===== src/rtl/pkt_rx_pkg.sv =====
package pkt_rx_pkg;

    localparam int BYTE_W   = 8;
    localparam int CNT_W    = 3;
    localparam int MOD_W    = BYTE_W - CNT_W;
    localparam int MAX_DATA = 1 << CNT_W;
    localparam int IDX_W    = CNT_W + 1;

    typedef logic [BYTE_W-1:0] byte_t;

    typedef enum logic [2:0] {
        ST_IDLE,
        ST_HDR,
        ST_SUM,
        ST_DATA,
        ST_DONE
    } rx_state_e;

    typedef struct packed {
        logic [MOD_W-1:0] module_id;
        logic [IDX_W-1:0] count;
    } hdr_info_t;

    typedef struct packed {
        logic ok;
        logic bad;
        logic void_msg;
        logic trunc;
        logic ovr;
    } rx_evt_t;

    function automatic hdr_info_t decode_hdr(input byte_t h);
        hdr_info_t r;
        r.module_id = h[MOD_W-1:0];
        r.count     = {1'b0, h[BYTE_W-1:MOD_W]} + IDX_W'(1);
        return r;
    endfunction

    function automatic logic sum_matches(input byte_t csum, input byte_t sum);
        byte_t diff;
        diff = csum - sum;
        return (diff == '0);
    endfunction

endpackage


===== src/rtl/pkt_rx_sum.sv =====
module pkt_rx_sum
    import pkt_rx_pkg::*;
(
    input  logic  clk,
    input  logic  rst,
    input  logic  clr,
    input  logic  add_en,
    input  byte_t byte_in,
    output byte_t sum_next
);

    byte_t sum_q;

    assign sum_next = sum_q + byte_in;

    always_ff @(posedge clk) begin
        if (rst || clr)
            sum_q <= '0;
        else if (add_en)
            sum_q <= sum_next;
    end

endmodule


===== src/rtl/pkt_rx_store.sv =====
module pkt_rx_store
    import pkt_rx_pkg::*;
#(
    parameter int NLANE = MAX_DATA
) (
    input  logic                        clk,
    input  logic                        rst,
    input  logic                        clr,
    input  logic                        we,
    input  logic [IDX_W-1:0]            idx,
    input  byte_t                       byte_in,
    input  logic                        commit,
    input  hdr_info_t                   hdr_in,
    output logic [NLANE-1:0][BYTE_W-1:0] data_out,
    output hdr_info_t                   hdr_out
);

    logic [NLANE-1:0][BYTE_W-1:0] stage_q;
    logic [NLANE-1:0][BYTE_W-1:0] stage_n;

    for (genvar i = 0; i < NLANE; i++) begin : g_lane
        always_comb begin
            stage_n[i] = (we && idx == IDX_W'(i)) ? byte_in : stage_q[i];
        end

        always_ff @(posedge clk) begin
            if (rst || clr)
                stage_q[i] <= '0;
            else
                stage_q[i] <= stage_n[i];
        end

        always_ff @(posedge clk) begin
            if (rst)
                data_out[i] <= '0;
            else if (commit)
                data_out[i] <= stage_n[i];
        end
    end

    always_ff @(posedge clk) begin
        if (rst)
            hdr_out <= '0;
        else if (commit)
            hdr_out <= hdr_in;
    end

endmodule


===== src/rtl/pkt_rx_parser.sv =====
module pkt_rx_parser
    import pkt_rx_pkg::*;
(
    input  logic             clk,
    input  logic             rst,
    input  logic             start_evt,
    input  logic             stop_evt,
    input  logic             byte_vld,
    input  byte_t            byte_in,
    input  byte_t            sum_next,
    output logic             seq_clr,
    output logic             data_we,
    output logic [IDX_W-1:0] data_idx,
    output logic             commit,
    output hdr_info_t        hdr_q,
    output rx_evt_t          evt_q
);

    rx_state_e        state_q, state_n, state_b;
    logic [IDX_W-1:0] got_q, got_n;
    byte_t            csum_q, csum_n;
    hdr_info_t        hdr_n;
    rx_evt_t          evt_n;

    always_comb begin
        state_b  = state_q;
        state_n  = state_q;
        hdr_n    = hdr_q;
        csum_n   = csum_q;
        got_n    = got_q;
        evt_n    = '0;
        seq_clr  = 1'b0;
        data_we  = 1'b0;
        commit   = 1'b0;
        data_idx = got_q;

        if (start_evt) begin
            seq_clr = 1'b1;
            got_n   = '0;
            state_n = ST_HDR;
        end else begin
            if (byte_vld) begin
                unique case (state_q)
                    ST_HDR: begin
                        hdr_n   = decode_hdr(byte_in);
                        state_b = ST_SUM;
                    end
                    ST_SUM: begin
                        csum_n  = byte_in;
                        got_n   = '0;
                        state_b = ST_DATA;
                    end
                    ST_DATA: begin
                        data_we = 1'b1;
                        got_n   = got_q + IDX_W'(1);
                        if (got_n == hdr_q.count) begin
                            commit  = 1'b1;
                            state_b = ST_DONE;
                            if (sum_matches(csum_q, sum_next))
                                evt_n.ok = 1'b1;
                            else
                                evt_n.bad = 1'b1;
                        end
                    end
                    ST_DONE: evt_n.ovr = 1'b1;
                    default: ;
                endcase
            end
            state_n = state_b;
            if (stop_evt) begin
                unique case (state_b)
                    ST_HDR:          evt_n.void_msg = 1'b1;
                    ST_SUM, ST_DATA: evt_n.trunc    = 1'b1;
                    default: ;
                endcase
                state_n = ST_IDLE;
            end
        end
    end

    always_ff @(posedge clk) begin
        if (rst) begin
            state_q <= ST_IDLE;
            got_q   <= '0;
            csum_q  <= '0;
            hdr_q   <= '0;
            evt_q   <= '0;
        end else begin
            state_q <= state_n;
            got_q   <= got_n;
            csum_q  <= csum_n;
            hdr_q   <= hdr_n;
            evt_q   <= evt_n;
        end
    end

endmodule


===== src/rtl/pkt_frame_rx.sv =====
module pkt_frame_rx
    import pkt_rx_pkg::*;
(
    input  logic                         clk,
    input  logic                         rst,
    input  logic                         start_evt,
    input  logic                         stop_evt,
    input  logic                         byte_vld,
    input  logic [BYTE_W-1:0]            byte_data,
    output logic                         frm_ok,
    output logic                         retx_req,
    output logic                         void_err,
    output logic                         trunc_err,
    output logic                         ovr_err,
    output logic [MOD_W-1:0]             frm_module,
    output logic [IDX_W-1:0]             frm_count,
    output logic [MAX_DATA*BYTE_W-1:0]   frm_data
);

    logic             seq_clr, data_we, commit;
    logic [IDX_W-1:0] data_idx;
    byte_t            sum_next;
    hdr_info_t        hdr_cur, hdr_done;
    rx_evt_t          evt;
    logic [MAX_DATA-1:0][BYTE_W-1:0] lanes;

    pkt_rx_parser u_parser (
        .clk       (clk),
        .rst       (rst),
        .start_evt (start_evt),
        .stop_evt  (stop_evt),
        .byte_vld  (byte_vld),
        .byte_in   (byte_data),
        .sum_next  (sum_next),
        .seq_clr   (seq_clr),
        .data_we   (data_we),
        .data_idx  (data_idx),
        .commit    (commit),
        .hdr_q     (hdr_cur),
        .evt_q     (evt)
    );

    pkt_rx_sum u_sum (
        .clk      (clk),
        .rst      (rst),
        .clr      (seq_clr),
        .add_en   (data_we),
        .byte_in  (byte_data),
        .sum_next (sum_next)
    );

    pkt_rx_store #(.NLANE(MAX_DATA)) u_store (
        .clk      (clk),
        .rst      (rst),
        .clr      (seq_clr),
        .we       (data_we),
        .idx      (data_idx),
        .byte_in  (byte_data),
        .commit   (commit),
        .hdr_in   (hdr_cur),
        .data_out (lanes),
        .hdr_out  (hdr_done)
    );

    assign frm_ok     = evt.ok;
    assign retx_req   = evt.bad;
    assign void_err   = evt.void_msg;
    assign trunc_err  = evt.trunc;
    assign ovr_err    = evt.ovr;
    assign frm_module = hdr_done.module_id;
    assign frm_count  = hdr_done.count;
    assign frm_data   = lanes;

endmodule


===== config.mk =====
export PLATFORM = sky130hd
export DESIGN_NAME = pkt_frame_rx
export DESIGN_NICKNAME = d
export VERILOG_FILES = /design/src/rtl/pkt_rx_pkg.sv /design/src/rtl/pkt_rx_sum.sv /design/src/rtl/pkt_rx_store.sv /design/src/rtl/pkt_rx_parser.sv /design/src/rtl/pkt_frame_rx.sv
export SDC_FILE = /design/constraint.sdc
export NUM_CORES = 1
export LEC_CHECK = 0
export ABC_CLOCK_PERIOD_IN_PS = 3800
export CORE_ASPECT_RATIO = 0.75
export CORE_MARGIN = 5
export CORE_UTILIZATION = 50
export CTS_CLUSTER_DIAMETER = 50
export DETAILED_ROUTE_END_ITERATION = 7
export PLACE_DENSITY_LB_ADDON = 0.05
export SYNTH_ARGS = -nofsm -noshare
export SYNTH_HDL_FRONTEND = slang
export SYNTH_SLANG_ARGS = --single-unit

===== constraint.sdc =====
create_clock -name clk -period 3.8 [get_ports clk]
set_input_delay 0.76 -clock clk [delete_from_list [all_inputs] [get_ports clk]]
set_output_delay 0.76 -clock clk [all_outputs]
set_load 0.01 [all_outputs]

Yosys cells after proc, flatten, opt, wreduce, memory -nomap -nowiden:

Cells that the tools add are included.

* output and inout bits: 78
* register bits: 174
* bits of input ports: 13
* word-level logic and storage cells: 103

* reductions and logical operators: 21
* bitwise operators: 5
* equality and inequality tests: 15
* add/subtract/negate cells: 4
* multiplexer cells: 28

Operator list (count)
* $mux W8: 8
* $eq A4 B3 Y1 const B: 4
* $mux W1: 15
* $eq A3 B2 Y1 const B: 4
* $mux W3: 3
* $pmux W3 S3: 1
* $reduce_or A3 Y1: 3
* $add A8 B8 Y8: 1
* $eq A4 B2 Y1 const B: 2
* $logic_and A1 B1 Y1: 8
* $logic_not A8 Y1: 1
* $pmux W4 S2: 1
* $sub A8 B8 Y8: 1
* $eq A3 B1 Y1 const B: 2
* $reduce_and A3 Y1: 2
* $not A1 Y1: 5
* $reduce_or A5 Y1: 1
* $add A3 B1 Y4 const B: 1
* $add A4 B1 Y4 const B: 1
* $eq A4 B1 Y1 const B: 1
* $eq A4 B4 Y1: 1
* $logic_not A4 Y1: 1
* $reduce_or A2 Y1: 2
* $eq A3 B3 Y1 const B: 1
* other kinds (3): 3

Logic depth before layout (Yosys ltp):

Gate-level depths: netlist (run 1).

* word-level depth: 9
* gate-level depth with buffers: 14
* depth with buffers taken out: 14

By module:

From an unflattened synthesis (run 1), not the netlist that was laid out.

* cell total of the unflattened synthesis: 806
* area total of the unflattened synthesis: 7178.1 um^2

Modules (own cells, without submodules)
* pkt_rx_store: seq. area each 2742.6 um^2, area an instance 5108.6 um^2, cells an instance 565, times used 1
* pkt_rx_parser: seq. area each 580.6 um^2, area an instance 1465.2 um^2, cells an instance 170, times used 1
* pkt_rx_sum: seq. area each 160.2 um^2, area an instance 604.3 um^2, cells an instance 71, times used 1

Worst setup path before layout (run 1):

Ideal clock, no wire load.

* path type: input -> register
* start: in byte_data[0]
* end: reg u_parser.evt_q[4] in the netlist's numbering
* data arrival time: 3.318 ns
* required time: 3.704 ns
* stages on the path: 12
* setup time: 0.096 ns
* path buffers: 0
* slack: 0.386 ns
* cells stage by stage: ha_1 -> fa_1 -> a21o_1 -> a21oi_1 -> o21bai_1 -> a21oi_1 -> xor2_1 -> ha_1 -> or2_2 -> a211oi_1 -> nor2_1 -> nor4b_1

* longest elaborated chain between the ends: 4

Ends and longest elaborated chain
* start, declared: line pkt_frame_rx.sv:9 `input logic [BYTE_W-1:0] byte_data,`
* $add A8 B8 Y8: line pkt_rx_sum.sv:14 `assign sum_next = sum_q + byte_in;`
* $sub A8 B8 Y8: line pkt_rx_pkg.sv:41 `diff = csum - sum;`
* $logic_not A8 Y1: line pkt_rx_pkg.sv:42 `return (diff == '0);`
* $mux W1: line pkt_rx_parser.sv:59 `if (sum_matches(csum_q, sum_next))`
* end signal, assigned: line pkt_rx_parser.sv:93 `evt_q <= evt_n;`
* end, declared: line pkt_rx_parser.sv:16 `output rx_evt_t evt_q`

Every way passes these cells.
A chain may end at the register's enable or synchronous reset.

Final worst setup path (run 1):

Ends and elaborated chain as after synthesis.

==> results.md, run 1 <==
- Final Non-Filler Cells: 972
- DIE AREA: 16730 sq um
- Number of port buffers: 90
- Vias in the first global route: 5104
- Worst Setup End Kind: flop
- Total CTS buffers: 17
- Status: finished, final reports clean
- Register Area: 3483 sq um
- DR DRC count: 0
- Final instance area: 8763 sq um
- Vias per Instance: 5.316
- F_max: 277.3 MHz
- WL/cell: 16.66 um
- R2R depth: 12
- Initial antenna violation count: 0
- Area added between synthesis and finish: 23.22%
- H-tree depth: 4
- Synthesized netlist cell count: 702
- Worst Path Arrival: 3.94 ns
- RSZ-0062 raised after global routing: false
- Slew @ Worst Pin: 0.8004 ns
- Placed inst area: 8165 sq um
- DRT Pass-1 Iters: 4
- Worst min-delay path startpoint: u_parser.state_q[2]
- Reg2reg end: u_parser.evt_q[4]
- Dpl cells: 939
- First-pass GRT wire length: 26.43 mm
- Initial Util: 0.5138
- DRT antenna net count: 0
- Std cell rows: 37
- Clock Tree Buf Depth: 2
- Fin crit period: 3.606 ns
- Final Wtd Congestion: 0.8224
- Pwr Density: 416.4 nW/um^2
- Hpwl dp: 10.86 mm
- Leakage power total: 3.542 nW
- TritonCTS clock tree: done
- GR Overflow Total: 0
- Synthesized flop and latch total: 174
- Setup Crit Path Kind: in -> reg
- Number of fill cells: 1143
- Chip width: 147.7 um
- Reg2reg setup slack: 0.67 ns
- Seq/Total Area, Yosys: 0.4898
- Most common cell after layout, fill and taps aside: dfxtp_1
- DR vias: 5167
- Area contributors post-synth: dfxtp_1 49%, mux2i_1 12%, a211oi_2 9.9%, nor2_1 9.1%, ha_1 3.3%
- Share of the synthesized area in the top cell type: 0.4898
- Synth cell types: 47
- Clk slew on worst S/H paths: 0.07 ns
- GRT Total Usage: 0.1973
- Post-synth EDFFs: 0
- Most frequent cells in the layout: 174 x dfxtp_1, 171 x nor2_1, 89 x clkdlybuf4s50_1
- Worst slack, placed: -0.2606 ns
- Final Hold Viols: 0
- Setup Skew: 0.009734 ns
- WHS: 0.4565 ns
- Final wirelength: 16.19 mm
- Setup violators final: 0
- Reg2Reg Launch Point: u_sum.sum_q[0]
- MaxCap Viol Count: 0
- Largest net degree at the start of global routing: 97
- Mapped Area: 7112 sq um
- CP required: 4.14 ns
- Count of final max-slew check failures: 0
- Top cell type by total area after synthesis: dfxtp_1
- Async set or reset register ratio after synthesis: 0
- Max rail drop VDD: 0.3665 mV
- Area of the multi-input gates: 3410 sq um
- Hold Path Sink: u_parser.evt_q[0]
- Worst skew pair latency: 0.42 ns
- Crit path max fanout: 4
- Nets: 817
- Ys flop type: dfxtp_1
- YS warnings: 0
- Share of cells above drive strength 1: 0.1581
- Mean Syn Cell Area: 10.13 sq um
- Core Util, Final: 0.6331
- Setup ws final: 0.1944 ns
- Ports: 91
- Hold Crit Class: reg -> reg
- Startpoint types: input port
- CTS Sinks: 174
- Tot Pwr: 3.649 mW
- Core area: 13840 sq um
- Syn nets: 735
- WHS Path Cells: 2
- Period Utilization, post-route: 0.9488
- Clock root buffer: clkbuf_16
- Antenna fix cells: 0
- Initial drt markers: 245
- Headroom to the max-slew limit: 0.4664
- Sum Neg Setup Slack: 0 ns
- Die height: 113.3 um
[logic make-up after synthesis]
logic type | count (synthesis) | share of synthesized area
AOI/OAI and AO/OA | 105 | 0.1430
xor gates and xnor gates | 15 | 0.01847
adders and majority gates | 20 | 0.03624
buffers and inverters | 53 | 0.03448
DFF | 174 | 0.4898
muxes | 87 | 0.1224
and+or+nand+nor | 248 | 0.1555
[worst max-delay path by stage]
stage,from,endpoint,slack [ns],depth (start not counted)
3_3_place_gp,byte_data[0],u_parser.evt_q[4],-0.19,13
6_report,byte_data[0],u_parser.evt_q[4],0.19,13
2_1_floorplan,byte_data[0],u_parser.evt_q[4],0.39,12
4_1_cts,byte_data[0],u_parser.evt_q[4],0.17,13
3_5_place_dp,byte_data[0],u_parser.evt_q[4],-0.26,13
5_1_grt,byte_data[0],u_parser.evt_q[4],0.004,15
[cell usage after synthesis, types with 2 or more instances]
cell type  number
a211oi_2       56
nor4_1          2
nor3_1          8
a211oi_1       14
nand2b_1        4
nand2_4         4
nand3_1         5
dfxtp_1       174
o21a_1          3
buf_4           8
buf_2           7
nor2_1        172
buf_1           2
nand2_1        22
xor2_1          5
nand4_1         3
a21o_1          4
ha_1           19
nand2_2         4
inv_1           7
xnor2_1        10
a31oi_1         3
nor3b_1         2
clkbuf_1       28
o21ai_0         5
nor2b_1         4
and2_1          3
mux2i_1        87
nand3b_1        2
a21oi_1        15
or2_2           3
and3_1          2
[layer usage]
layer,vias to the layer above,global-route usage,part of all wire
li1,2586,-,-
met5,-,0,0
met3,13,0.03843,0.052
met4,0,0.06021,0.012
met2,109,0.3149,0.46
met1,2459,0.2723,0.48
[state kept, by name, indices dropped and copies added (netlist names)]
name,cells
u_parser.data_idx,4
u_store.hdr_out,9
u_sum.sum_q,8
u_parser.hdr_q,9
u_store.data_out,64
u_parser.evt_q,5
u_parser.state_q,3
u_parser.csum_q,8
u_store.stage_q,64
[layout make-up]
| type | count | share of cell area |
|---|---|---|
| Inverter | 7 | 0.002998 |
| Timing Repair Buffer | 109 | 0.1202 |
| Clock buffer | 19 | 0.05054 |
| Sequential cell | 174 | 0.3975 |
| Clock inverter | 13 | 0.01471 |
| Tap cell | 175 | 0.02499 |
| Multi-Input combinational cell | 475 | 0.3891 |
[what timing repair did]
| item | in CTS | in global routing |
|---|---|---|
| buffers inserted | 0 | 1 |
| hold endpoints to repair | 0 | 0 |
| setup endpoints to repair | 0 | 1 |
| hold buffers | 0 | 0 |
| resized for setup | 0 | 3 |
[worst max-delay path, cell delays in order]
cell and delay, ns:
clkdlybuf4s50_1 0.43, ha_1 0.24, fa_1 0.42, a21o_1 0.16, a21oi_1 0.20, o21bai_1 0.09
a21oi_1 0.17, xor2_1 0.22, ha_1 0.29, or2_2 0.32, a211oi_2 0.28, nor2_1 0.09
nor4b_2 0.25
[where the power goes]
part	switching, mW	internal, mW	total (mW)
logic	0.0923	0.0455	0.138
registers	0.00424	1.83	1.83
clock network	0.747	0.933	1.68
total	0.844	2.81	3.65
Power figures use the tool's default switching activity.
==> inputs of run 2 (changes only) <==
--- a/config.mk
+++ b/config.mk
@@ -11,7 +11,7 @@
 export CORE_UTILIZATION = 50
 export CTS_CLUSTER_DIAMETER = 50
 export DETAILED_ROUTE_END_ITERATION = 7
-export PLACE_DENSITY_LB_ADDON = 0.05
+export PLACE_DENSITY = 0.73
 export SYNTH_ARGS = -nofsm -noshare
 export SYNTH_HDL_FRONTEND = slang
 export SYNTH_SLANG_ARGS = --single-unit
==> results.md, run 2 (synthesized netlist as in run 1, its figures left out) <==
- DR DRC count: 0
- Clk slew on worst S/H paths: 0.06 ns
- Chip width: 147.7 um
- MaxCap Viol Count: 0
- Fin crit period: 3.607 ns
- DIE AREA: 16730 sq um
- H-tree depth: 4
- Total CTS buffers: 17
- Routed wl met3: 952 um
- Clock root buffer: clkbuf_16
- Vias in the first global route: 5276
- Hold Crit Class: reg -> reg
- Reg2reg setup slack: 0.70 ns
- WHS Path Cells: 2
- Reg2Reg Launch Point: u_sum.sum_q[0]
- Slew @ Worst Pin: 0.6940 ns
- CTS Sinks: 174
- TritonCTS clock tree: done
- Setup violators final: 0
- Core Util, Final: 0.6373
- Initial drt markers: 329
- WL met1: 7.921 mm
- DRT Pass-1 Iters: 5
- Reg2reg end: u_parser.evt_q[4]
- DR WL met2: 7.264 mm
- Area added between synthesis and finish: 24.03%
- Pwr Density: 423.1 nW/um^2
- Most frequent cells in the layout: 174 x dfxtp_1, 171 x nor2_1, 89 x clkdlybuf4s50_1
- Count of final max-slew check failures: 0
- Final Non-Filler Cells: 969
- GR Overflow Total: 0
- Leakage power total: 3.573 nW
- Post-CTS Setup Bufs: 0
- WHS: 0.4648 ns
- Dpl cells: 938
- Std cell rows: 37
- Number of fill cells: 1105
- F_max: 277.3 MHz
- Clock Tree Buf Depth: 2
- RSZ-0062 raised after global routing: false
- Worst skew pair latency: 0.42 ns
- CP required: 4.13 ns
- Initial antenna violation count: 0
- Share of cells above drive strength 1: 0.1599
- Final wirelength: 16.50 mm
- Headroom to the max-slew limit: 0.5338
- Most common cell after layout, fill and taps aside: dfxtp_1
- Hold Path Sink: u_sum.sum_q[0]
- Hpwl dp: 11.02 mm
- GRT Total Usage: 0.2028
- Register Area: 3483 sq um
- Final Wtd Congestion: 0.8783
- Crit path max fanout: 11
- R2R depth: 12
- Initial Util: 0.5138
- Max rail drop VDD: 0.2870 mV
- Setup Skew: 0.008745 ns
- Area of the multi-input gates: 3435 sq um
- Largest net degree at the start of global routing: 81
- Worst Setup End Kind: flop
- Core area: 13840 sq um
- Status: finished, final reports clean
- Number of port buffers: 90
- Period Utilization, post-route: 0.9491
- Final Hold Viols: 0
- Die height: 113.3 um
- DRT antenna net count: 0
- Sum Neg Setup Slack: 0 ns
- Largest regs: u_store.data_out x64, u_store.stage_q x64
- Startpoint types: input port
- Setup Crit Path Kind: in -> reg
- Ports: 91
- Worst min-delay path startpoint: u_sum.sum_q[0]
- WL/cell: 17.02 um
- First-pass GRT wire length: 27.17 mm
- Antenna fix cells: 0
- Top sig layer: met4
- DR vias: 5281
- Worst Path Arrival: 3.94 ns
- Vias per Instance: 5.450
- Nets: 815
==> run 2: cell types whose count changed in the layout (fill, tap and decap cells not counted), sizes merged <==
cell and delta:
clkinvlp -1, clkbuf +1, clkinv +2, inv -5, buf -2, bufinv +2
==> run 2: layout make-up <==
cell class	instances	area share
flip-flops and latches	174	0.3949
multi-input cells	475	0.3894
repair buffers	107	0.1191
clock buffers	20	0.05291
well taps	175	0.02482
clock inverters	11	0.01589
inverters	7	0.002979
==> run 2: repair_timing <==
item / in CTS / in global routing
hold buffers: 0 / 0
setup endpoints to repair: 1 / 1
gates resized for setup: 1 / 7
pin swaps: 0 / 5
==> run 2: metal layers <==
layer  global-route usage  vias up
li1                     -     2577
met1               0.2759     2513
met2               0.3122      161
met3              0.05524       30
met4              0.07076        0
met5                    0        -
==> run 2: how the worst max path moves through the flow <==
stage / start / end / slack, ns / depth (start not counted)
floorplan: byte_data[0] / u_parser.evt_q[4] / 0.39 / 12
global placement: byte_data[0] / u_parser.evt_q[4] / -0.18 / 13
detailed placement: byte_data[0] / u_parser.evt_q[4] / -0.42 / 13
CTS: byte_data[0] / u_parser.evt_q[4] / 0.08 / 13
global route: byte_data[1] / u_parser.evt_q[4] / 0.03 / 14
finish: byte_data[1] / u_parser.evt_q[4] / 0.19 / 14
==> run 2: through the flow <==
step / cell area, sq um / setup WS (ns) / total power [mW]
2_1_floorplan: 7112 / 0.3864 / 1.952
3_3_place_gp: 8170 / -0.1820 / 2.001
3_5_place_dp: 8170 / -0.4209 / 2.006
4_1_cts: 8782 / 0.07786 / 3.757
5_1_grt: 8821 / 0.03208 / 3.865
6_report: 8821 / 0.1934 / 3.732
==> run 2: worst max-delay path, cell delays in order <==
cell and delay [ns]:
clkdlybuf4s50_1 0.51, buf_4 0.22, ha_1 0.25, a21oi_1 0.19, nor2b_1 0.07, nor2_1 0.12, xor2_1 0.25, ha_1 0.29
a21o_1 0.19, a21oi_1 0.27, nand2_1 0.17, a211oi_4 0.26, nor2_1 0.11, nor4b_4 0.26
==> run 2: report_power, final <==
group	leakage [nW]	internal, mW	switching [mW]
registers	1.40	1.83	0.00423
clock network	0.301	1.08	0.683
logic	1.87	0.0458	0.0929
total	3.57	2.95	0.780
